--- src/rtl/gpio_irq_pkg.sv ---
package gpio_irq_pkg;

    typedef enum logic [2:0] {
        TRIG_OFF   = 3'd0,
        TRIG_FALL  = 3'd1,
        TRIG_RISE  = 3'd2,
        TRIG_BOTH  = 3'd3,
        TRIG_LEVEL = 3'd4
    } trig_mode_e;

    localparam int MODE_W    = 3;
    localparam int DATA_W    = 32;

endpackage

--- src/rtl/gpio_irq_pad_detect.sv ---
module gpio_irq_pad_detect
    import gpio_irq_pkg::*;
(
    input  logic              clk,
    input  logic              rst_n,
    input  logic              level_i,
    input  logic              inv_i,
    input  logic [MODE_W-1:0] mode_i,
    output logic              hit_o
);

    logic eff_lvl;
    logic prev_lvl;

    assign eff_lvl = level_i ^ inv_i;

    // previous effective level sample
    always_ff @(posedge clk or negedge rst_n) begin
        if (!rst_n) begin
            prev_lvl <= 1'b0;
        end else begin
            prev_lvl <= eff_lvl;
        end
    end

    // trigger decode
    always_comb begin
        unique case (mode_i)
            TRIG_FALL:  hit_o = prev_lvl & ~eff_lvl;
            TRIG_RISE:  hit_o = eff_lvl & ~prev_lvl;
            TRIG_BOTH:  hit_o = eff_lvl ^ prev_lvl;
            TRIG_LEVEL: hit_o = eff_lvl;
            default:    hit_o = 1'b0;
        endcase
    end

endmodule

--- src/rtl/gpio_irq_line_router.sv ---
module gpio_irq_line_router #(
    parameter int NUM_PADS   = 8,
    parameter int LINE_SEL_W = 4,
    localparam int NUM_LINES = 1 << LINE_SEL_W
) (
    input  logic [NUM_PADS-1:0]            pad_hit_i,
    input  logic [NUM_PADS*LINE_SEL_W-1:0] pad_line_i,
    output logic [NUM_LINES-1:0]           line_hit_o
);

    for (genvar ln = 0; ln < NUM_LINES; ln++) begin : g_line
        always_comb begin
            line_hit_o[ln] = 1'b0;
            for (int p = 0; p < NUM_PADS; p++) begin
                if (pad_hit_i[p] &&
                    (pad_line_i[p*LINE_SEL_W +: LINE_SEL_W] == LINE_SEL_W'(ln))) begin
                    line_hit_o[ln] = 1'b1;
                end
            end
        end
    end

endmodule

--- src/rtl/gpio_irq_status_regs.sv ---
module gpio_irq_status_regs
    import gpio_irq_pkg::*;
#(
    parameter int NUM_LINES  = 16,
    parameter int ADDR_W     = 12,
    parameter logic [ADDR_W-1:0] STATUS_OFS = 12'h300,
    parameter logic [ADDR_W-1:0] MASK_OFS   = 12'h380
) (
    input  logic                 clk,
    input  logic                 rst_n,
    input  logic [NUM_LINES-1:0] line_hit_i,
    input  logic [ADDR_W-1:0]    reg_addr_i,
    input  logic                 reg_wr_i,
    input  logic [DATA_W-1:0]    reg_wdata_i,
    output logic [DATA_W-1:0]    reg_rdata_o,
    output logic [NUM_LINES-1:0] status_o,
    output logic [NUM_LINES-1:0] mask_o
);

    logic                 sel_status;
    logic                 sel_mask;
    logic [NUM_LINES-1:0] clr_vec;
    logic                 unused_wdata_hi;

    assign sel_status      = (reg_addr_i == STATUS_OFS);
    assign sel_mask        = (reg_addr_i == MASK_OFS);
    assign clr_vec         = (reg_wr_i && sel_status) ? reg_wdata_i[NUM_LINES-1:0] : '0;
    assign unused_wdata_hi = ^reg_wdata_i[DATA_W-1:NUM_LINES];

    // status: write-one-to-clear, detection wins
    always_ff @(posedge clk or negedge rst_n) begin
        if (!rst_n) begin
            status_o <= '0;
        end else begin
            status_o <= (status_o & ~clr_vec) | line_hit_i;
        end
    end

    always_ff @(posedge clk or negedge rst_n) begin
        if (!rst_n) begin
            mask_o <= '0;
        end else if (reg_wr_i && sel_mask) begin
            mask_o <= reg_wdata_i[NUM_LINES-1:0];
        end
    end

    always_comb begin
        reg_rdata_o = '0;
        if (sel_status) begin
            reg_rdata_o[NUM_LINES-1:0] = status_o;
        end else if (sel_mask) begin
            reg_rdata_o[NUM_LINES-1:0] = mask_o;
        end
    end

endmodule

--- src/rtl/gpio_irq_router.sv ---
module gpio_irq_router
    import gpio_irq_pkg::*;
#(
    parameter int NUM_PADS   = 8,
    parameter int LINE_SEL_W = 4,
    parameter int ADDR_W     = 12,
    localparam int NUM_LINES = 1 << LINE_SEL_W
) (
    input  logic                           clk,
    input  logic                           rst_n,
    input  logic [NUM_PADS-1:0]            pad_level_i,
    input  logic [NUM_PADS*MODE_W-1:0]     pad_mode_i,
    input  logic [NUM_PADS-1:0]            pad_inv_i,
    input  logic [NUM_PADS*LINE_SEL_W-1:0] pad_line_i,
    input  logic [ADDR_W-1:0]              reg_addr_i,
    input  logic                           reg_wr_i,
    input  logic [DATA_W-1:0]              reg_wdata_i,
    output logic [DATA_W-1:0]              reg_rdata_o,
    output logic                           irq_o
);

    logic [NUM_PADS-1:0]  pad_hit;
    logic [NUM_LINES-1:0] line_hit;
    logic [NUM_LINES-1:0] status_q;
    logic [NUM_LINES-1:0] mask_q;

    for (genvar p = 0; p < NUM_PADS; p++) begin : g_pad
        gpio_irq_pad_detect u_det (
            .clk     (clk),
            .rst_n   (rst_n),
            .level_i (pad_level_i[p]),
            .inv_i   (pad_inv_i[p]),
            .mode_i  (pad_mode_i[p*MODE_W +: MODE_W]),
            .hit_o   (pad_hit[p])
        );
    end

    gpio_irq_line_router #(
        .NUM_PADS   (NUM_PADS),
        .LINE_SEL_W (LINE_SEL_W)
    ) u_route (
        .pad_hit_i  (pad_hit),
        .pad_line_i (pad_line_i),
        .line_hit_o (line_hit)
    );

    gpio_irq_status_regs #(
        .NUM_LINES (NUM_LINES),
        .ADDR_W    (ADDR_W),
        .STATUS_OFS(ADDR_W'(12'h300)),
        .MASK_OFS  (ADDR_W'(12'h380))
    ) u_regs (
        .clk         (clk),
        .rst_n       (rst_n),
        .line_hit_i  (line_hit),
        .reg_addr_i  (reg_addr_i),
        .reg_wr_i    (reg_wr_i),
        .reg_wdata_i (reg_wdata_i),
        .reg_rdata_o (reg_rdata_o),
        .status_o    (status_q),
        .mask_o      (mask_q)
    );

    assign irq_o = |(status_q & mask_q);

endmodule

--- config.mk ---
export PLATFORM = sky130hd
export DESIGN_NAME = gpio_irq_router
export DESIGN_NICKNAME = d
export VERILOG_FILES = /design/src/rtl/gpio_irq_pkg.sv /design/src/rtl/gpio_irq_pad_detect.sv /design/src/rtl/gpio_irq_line_router.sv /design/src/rtl/gpio_irq_status_regs.sv /design/src/rtl/gpio_irq_router.sv
export SDC_FILE = /design/constraint.sdc
export NUM_CORES = 1
export LEC_CHECK = 0
export ABC_AREA = 1
export BUFFER_PORTS_ARGS = -buffer_cell sky130_fd_sc_hd__buf_2
export CORE_ASPECT_RATIO = 1.2
export CORE_UTILIZATION = 35
export CTS_BUF_LIST = sky130_fd_sc_hd__clkbuf_4 sky130_fd_sc_hd__clkbuf_8 sky130_fd_sc_hd__clkbuf_16
export CTS_CLUSTER_SIZE = 14
export DETAILED_ROUTE_END_ITERATION = 10
export PLACE_DENSITY_LB_ADDON = 0.1
export SLEW_MARGIN = 20
export SYNTH_ARGS = -nofsm -noshare
export SYNTH_HDL_FRONTEND = slang
export SYNTH_HIERARCHICAL = 1
export SYNTH_SLANG_ARGS = --single-unit
--- constraint.sdc ---
create_clock -name clk -period 1.45 [get_ports clk]
set_input_delay 0.145 -clock clk [delete_from_list [all_inputs] [get_ports clk]]
set_output_delay 0.145 -clock clk [all_outputs]
set_load 0.02 [all_outputs]
=== After elaboration in Yosys (flattened, before gate mapping) ===
Cells that the tools add are included.

* Word-level logic and storage cells: 494
* Bits of input ports: 119
* Register bits after elaboration: 40
* Output and inout bits: 33

* Eq/ne operators: 154
* Reduce and logical (&&, ||, !) cells: 139
* Multiplexer cells: 139
* Bitwise logic cells: 52

{| class="wikitable"
|+ Operators with widths
! operator !! count
|-
| equality test 4 bit, second input constant || 64
|-
| logical AND 1 bit || 130
|-
| equality test 4 x 3 -> 1 bit, second input constant || 32
|-
| 2-to-1 mux 1 bit || 128
|-
| equality test 4 x 2 -> 1 bit, second input constant || 16
|-
| equality test 3 x 2 -> 1 bit, second input constant || 16
|-
| 2-to-1 mux 16 bit || 3
|-
| AND 16 bit || 2
|-
| equality test 4 x 1 -> 1 bit, second input constant || 8
|-
| zero test 4 bit || 8
|-
| case mux 1 bit (4 select lines) || 8
|-
| equality test 12 x 10 -> 1 bit, second input constant || 2
|-
| equality test 3 x 1 -> 1 bit, second input constant || 8
|-
| equality test 3 bit, second input constant || 8
|-
| AND 1 bit || 16
|-
| inverter 1 bit || 16
|-
| inverter 16 bit || 1
|-
| OR 16 bit || 1
|-
| OR reduction 16 bit || 1
|-
| bitwise XOR 1 bit || 16
|}

=== Longest topological paths before layout ===
* Depth after elaboration: 14
* Gate-level depth with buffers: 20
* Depth with buffers taken out: 19

=== Cells and area by module ===
The synthesis kept the hierarchy.

{| class="wikitable"
|+ Modules (own cells, without submodules)
! module !! cells an instance !! instances !! area each (sq um)
|-
| gpio_irq_status_regs || 243 || 1 || 1818.0
|-
| gpio_irq_line_router || 370 || 1 || 1595.3
|-
| gpio_irq_pad_detect || 25 || 8 || 131.4
|-
| gpio_irq_router || 35 || 1 || 133.9
|}

=== Worst setup path after synthesis ===
No wires, ideal clock.

* Path kind: reg2reg
* Start point: register g_pad[1].u_det.prev_lvl
* End point: register u_regs.status_o[12]
* Path buffers: 1
* Setup time: 0.065 ns
* Period minus slack after synthesis: 1.566 ns
* Arrival: 1.501 ns
* Data required time: 1.385 ns
* Setup slack: -0.116 ns
* Stages on the path, launching flop included: 17
* Cells stage by stage: dfrtp_1 -> inv_2 -> ha_1 -> nand2_1 -> nand3_2 -> nand2_1 -> nand2_1 -> nand2_1 -> buf_4 -> inv_2 -> nor2_2 -> nand2_1 -> nand2_1 -> nor2_1 -> nand2_1 -> inv_1 -> nand2_1

* Longest elaborated chain between the ends: 12

{| class="wikitable"
|+ RTL lines
! what !! line !! text
|-
| from (decl) || gpio_irq_pad_detect.sv:13 || <nowiki>logic prev_lvl;</nowiki>
|-
| from (signal assigned) || gpio_irq_pad_detect.sv:22 || <nowiki>prev_lvl <= eff_lvl;</nowiki>
|-
| inverter 1 bit || gpio_irq_pad_detect.sv:30 || <nowiki>TRIG_RISE: hit_o = eff_lvl & ~prev_lvl;</nowiki>
|-
| AND 1 bit || gpio_irq_pad_detect.sv:30 ||
|-
| case mux 1 bit (4 select lines) * || gpio_irq_pad_detect.sv:28 || <nowiki>unique case (mode_i)</nowiki>
|-
| named net pad_hit[1] || gpio_irq_router.sv:22 || <nowiki>logic [NUM_PADS-1:0] pad_hit;</nowiki>
|-
| logical AND 1 bit * || gpio_irq_line_router.sv:15 || <nowiki>if (pad_hit_i[p] &&</nowiki>
|-
| 2-to-1 mux 1 bit * (7 in a row) || gpio_irq_line_router.sv:15 ||
|-
| named net line_hit[12] || gpio_irq_router.sv:23 || <nowiki>logic [NUM_LINES-1:0] line_hit;</nowiki>
|-
| OR 16 bit * || gpio_irq_status_regs.sv:35 || <nowiki>status_o <= (status_o & ~clr_vec) | line_hit_i;</nowiki>
|-
| to (signal assigned) || gpio_irq_status_regs.sv:35 ||
|-
| to (decl) || gpio_irq_status_regs.sv:16 || <nowiki>output logic [NUM_LINES-1:0] status_o,</nowiki>
|}

The timed path passes the listed nets; every way through them passes the cells marked *.
A chain may end at the register's enable or synchronous reset.

=== Final worst setup path ===
* Start point: register g_pad[2].u_det.prev_lvl
* End point: register u_regs.status_o[2]

* Longest elaborated chain between the ends: 11

{| class="wikitable"
|+ RTL lines
! what !! line
|-
| from (decl) || gpio_irq_pad_detect.sv:13
|-
| from (signal assigned) || gpio_irq_pad_detect.sv:22
|-
| inverter 1 bit || gpio_irq_pad_detect.sv:30
|-
| AND 1 bit || gpio_irq_pad_detect.sv:30
|-
| case mux 1 bit (4 select lines) * || gpio_irq_pad_detect.sv:28
|-
| named net pad_hit[2] || gpio_irq_router.sv:22
|-
| logical AND 1 bit * || gpio_irq_line_router.sv:15
|-
| 2-to-1 mux 1 bit * (6 in a row) || gpio_irq_line_router.sv:15
|-
| named net line_hit[2] || gpio_irq_router.sv:23
|-
| OR 16 bit * || gpio_irq_status_regs.sv:35
|}

Marks and branches as above.

==> metrics <==
I/O pins 152; global-route wire length before repair 22900 um; TritonCTS clock tree done; crit end category flop; Worst-path clk slew 0.06 ns; initial antenna violation count 0; Rows 45; maximum clock path buffer count 2; Net Switching about 1.2 mW; Die X-Extent 107 um; Max Fclk approximately 590 MHz; gr usage total between 20% and 30%; Final GP Congestion just over 0.9; sequential share of power 32.4%; worst min-delay path startpoint reg_wdata_i[14]; Ys Warns 6; Starting Density approximately 36%; Hold Path Sink u_regs/mask_o[14]; mapped cell area approximately 0.0046 mm2; fin crit period 1.69 ns; Mapped Cells 848; Fin Clk Skew 0.00608 ns; vias after detailed routing 5338; largest net degree at the start of global routing 34; worst path cell trace inv_2 > ha_4 > nand2_2 > nand3_2 > nand2_1 > nand2_1 > nand2_2 > inv_4 > buf_6 > nor2_4 > nand2_1 > nand2_1 > nor2_1 > nand2_1 > inv_1 > nand2_1; Die Height 128 um; status finished, violations left; Clk Latency, worst-skew pair 0.28 ns; Slew Limit Fails 0; register bit count reported by yosys 40; FILL cells about 1400; Critical R2R Launch g_pad[2].u_det/prev_lvl; dominant cells by area after synthesis nand2_1, dfrtp_1, inv_1; CP max stage cell dfrtp_1; peak supply drop 0.373 mV; vias in the first global route 5029; CP Class flop to flop; Max Cap Viol 0; internal power of the cells 2.43 mW; hold depth 3; end of the worst register-to-register path u_regs/status_o[2]; R2R Setup Slk -0.24 ns; Yosys cell types 22; Synth area leader nand2_1; GRT Residual Overflow 0; Finish-stage setup viols 16; switch share 32.9%; most instantiated cells after synthesis nand2_1, inv_1, nor2_1; Logic pwr share 32.0%; drt pass-1 iters 5; Tot Pwr 3.61 mW; EDFF count, synth 0; failing checks setup timing; Max stage delay on crit path 0.34 ns; clock sinks 40; HPWL after DPL 11300 um; Antenna Violating Nets Remaining 0; final worst path period share 116%; Seq/Total Area, Yosys 21.8%; IO Port Bufs 119; PD cells 572 mW/mm2; Root Driver clkbuf_16; crit start category flop; HP Class primary input to flop; Design Area, Final 0.00632 mm2; clock share of power 35.6%; P_leak 3.70 nW; Register-to-Register Path Depth 16; Max FO, Critical Path 4; full die area 0.0136 mm2; critical path arrival around 1.9 ns; dpl cell area 0.00560 mm2; routed len/inst 12.1 um; syn_area_per_cell approximately 5.4 um2; Routed WL 14100 um; Synth Flop Type dfrtp_1; # DRC 0; Most common cell on crit path nand2_1; Synth top area share 30.5%; Placed Cells between 1000 and 1500; TritonCTS Buffers 5; Area Growth Syn to Fin 37.4%; post-route setup slack -0.239 ns; Hold Vio Cnt, Final 0; crit path launch g_pad[2].u_det/prev_lvl; Final Instance Count excl. Fillers 1164; most common cell in the netlist nand2_1; drt via density 4.59; Post-synth ARST share 100%; H-tree Lvls 2; RSZ-0062 raised after global routing true; final net count 1126; required time worst endpoint 1.62 ns; antenna cell count 0; share of layout cells above drive strength 1 between 30% and 40%; core footprint 0.0127 mm2; Util after Layout 49.7%; Detailed Route Iter0 Violations 296
==> what timing repair did <==
action | in CTS | in global routing
gates resized for setup | 65 | 63
hold buffers | 1 | 0
endpoints found under the hold margin | 13 | 0
setup endpoints to repair | 16 | 33
setup buffers | 5 | 4
gates cloned | 1 | 0
pin swaps | 63 | 74
==> per-stage QoR <==
step | TNS (ns) | hold slack (ns) | worst slack [ns]
2_1_floorplan | -0.643 | -0.151 | -0.0774
4_1_cts | -3.52 | 0.120 | -0.249
3_5_place_dp | -6.94 | 0.0980 | -0.526
3_3_place_gp | -6.64 | 0.0966 | -0.515
6_report | -3.11 | 0.128 | -0.239
5_1_grt | -5.11 | 0.123 | -0.377
==> kinds of logic (layout without fill, tap and decap cells) <==
group	after synthesis	count (layout)	share of synthesized area, %
simple gates	614	614	58.4
compound gates	4	4	0.435
fa+ha+maj	8	8	2.18
flops	40	40	21.8
other cells	1	16	0.0816
buf+inv	181	318	17.1
==> worst max-delay path by stage <==
stage / slack [ns] / end / depth (start not counted)
2_1_floorplan: -0.08 / u_regs/status_o[15] / 16
3_3_place_gp: -0.51 / u_regs/status_o[5] / 19
3_5_place_dp: -0.53 / u_regs/status_o[5] / 19
4_1_cts: -0.25 / u_regs/status_o[15] / 16
5_1_grt: -0.38 / u_regs/status_o[11] / 16
6_report: -0.24 / u_regs/status_o[2] / 16
==> sequential cells by signal, indices dropped and copies added, names as in the netlist <==
signal / cells
g_pad.u_det/prev_lvl: 8
u_regs/status_o: 16
u_regs/mask_o: 16
==> critical path: cells and delay by family, from the launching register on <==
family	cells	cell delay (ns)
and+or+nand+nor	11	0.66
DFF	1	0.34
buffers and inverters	4	0.32
adders and majority gates	1	0.25
==> metal layers <==
layer	vias up	track usage, %	part of all wire, %
met4	0	8.78	2.9
li1	2836	-	-
met1	2330	24.2	42
met2	150	39.0	51
met3	22	2.96	4.3
met5	-	0	0
==> final cells by class <==
cell class                 instances  area [um2]  share of cell area, %
multi-input combinational        642        3340                   52.9
tap                              164         205                   3.25
clock buffer                       6         133                   2.10
timing repair buffer             167        1050                   16.7
clock inverter                     2        35.0                  0.554
inverter                         143         549                   8.69
sequential                        40        1000                   15.8
==> cells in the final DEF (no fill, tap or decap) <==
| master | synthesis | layout |
|---|---|---|
| clkbuf_16 | 0 | 5 |
| clkbuf_4 | 0 | 1 |
| nor2_4 | 8 | 22 |
| nand3_2 | 9 | 22 |
| nor2_1 | 85 | 62 |
| nor3_1 | 8 | 8 |
| bufinv_16 | 0 | 1 |
| nand3_1 | 73 | 59 |
| inv_1 | 122 | 118 |
| nand3_4 | 0 | 1 |
| buf_4 | 25 | 35 |
| ha_4 | 0 | 8 |
| nor3_4 | 1 | 1 |
| buf_2 | 6 | 118 |
| nand4_1 | 33 | 33 |
| inv_2 | 21 | 20 |
| nand2_1 | 374 | 320 |
| nand2_2 | 2 | 50 |
| and2_1 | 1 | 1 |
| inv_4 | 0 | 5 |
| conb_1 | 1 | 16 |
| clkinv_2 | 0 | 1 |
| dfrtp_1 | 40 | 40 |
| o21ai_2 | 0 | 2 |
| nor2_2 | 18 | 27 |
| buf_12 | 0 | 5 |
| nand2_4 | 2 | 8 |
| buf_6 | 1 | 8 |
| dlygate4sd3_1 | 0 | 1 |
| o21ai_1 | 0 | 2 |
==> power by group through the flow <==
stage / combinational, mW / sequential [mW] / clock, mW
final: 1.16 / 1.17 / 1.29
after detailed placement: 0.974 / 1.19 / 0
after CTS: 1.08 / 1.17 / 1.34
after global routing: 1.30 / 1.17 / 1.37
after floorplan: 0.607 / 1.18 / 0
after global placement: 0.974 / 1.19 / 0
Power figures use the tool's default switching activity.
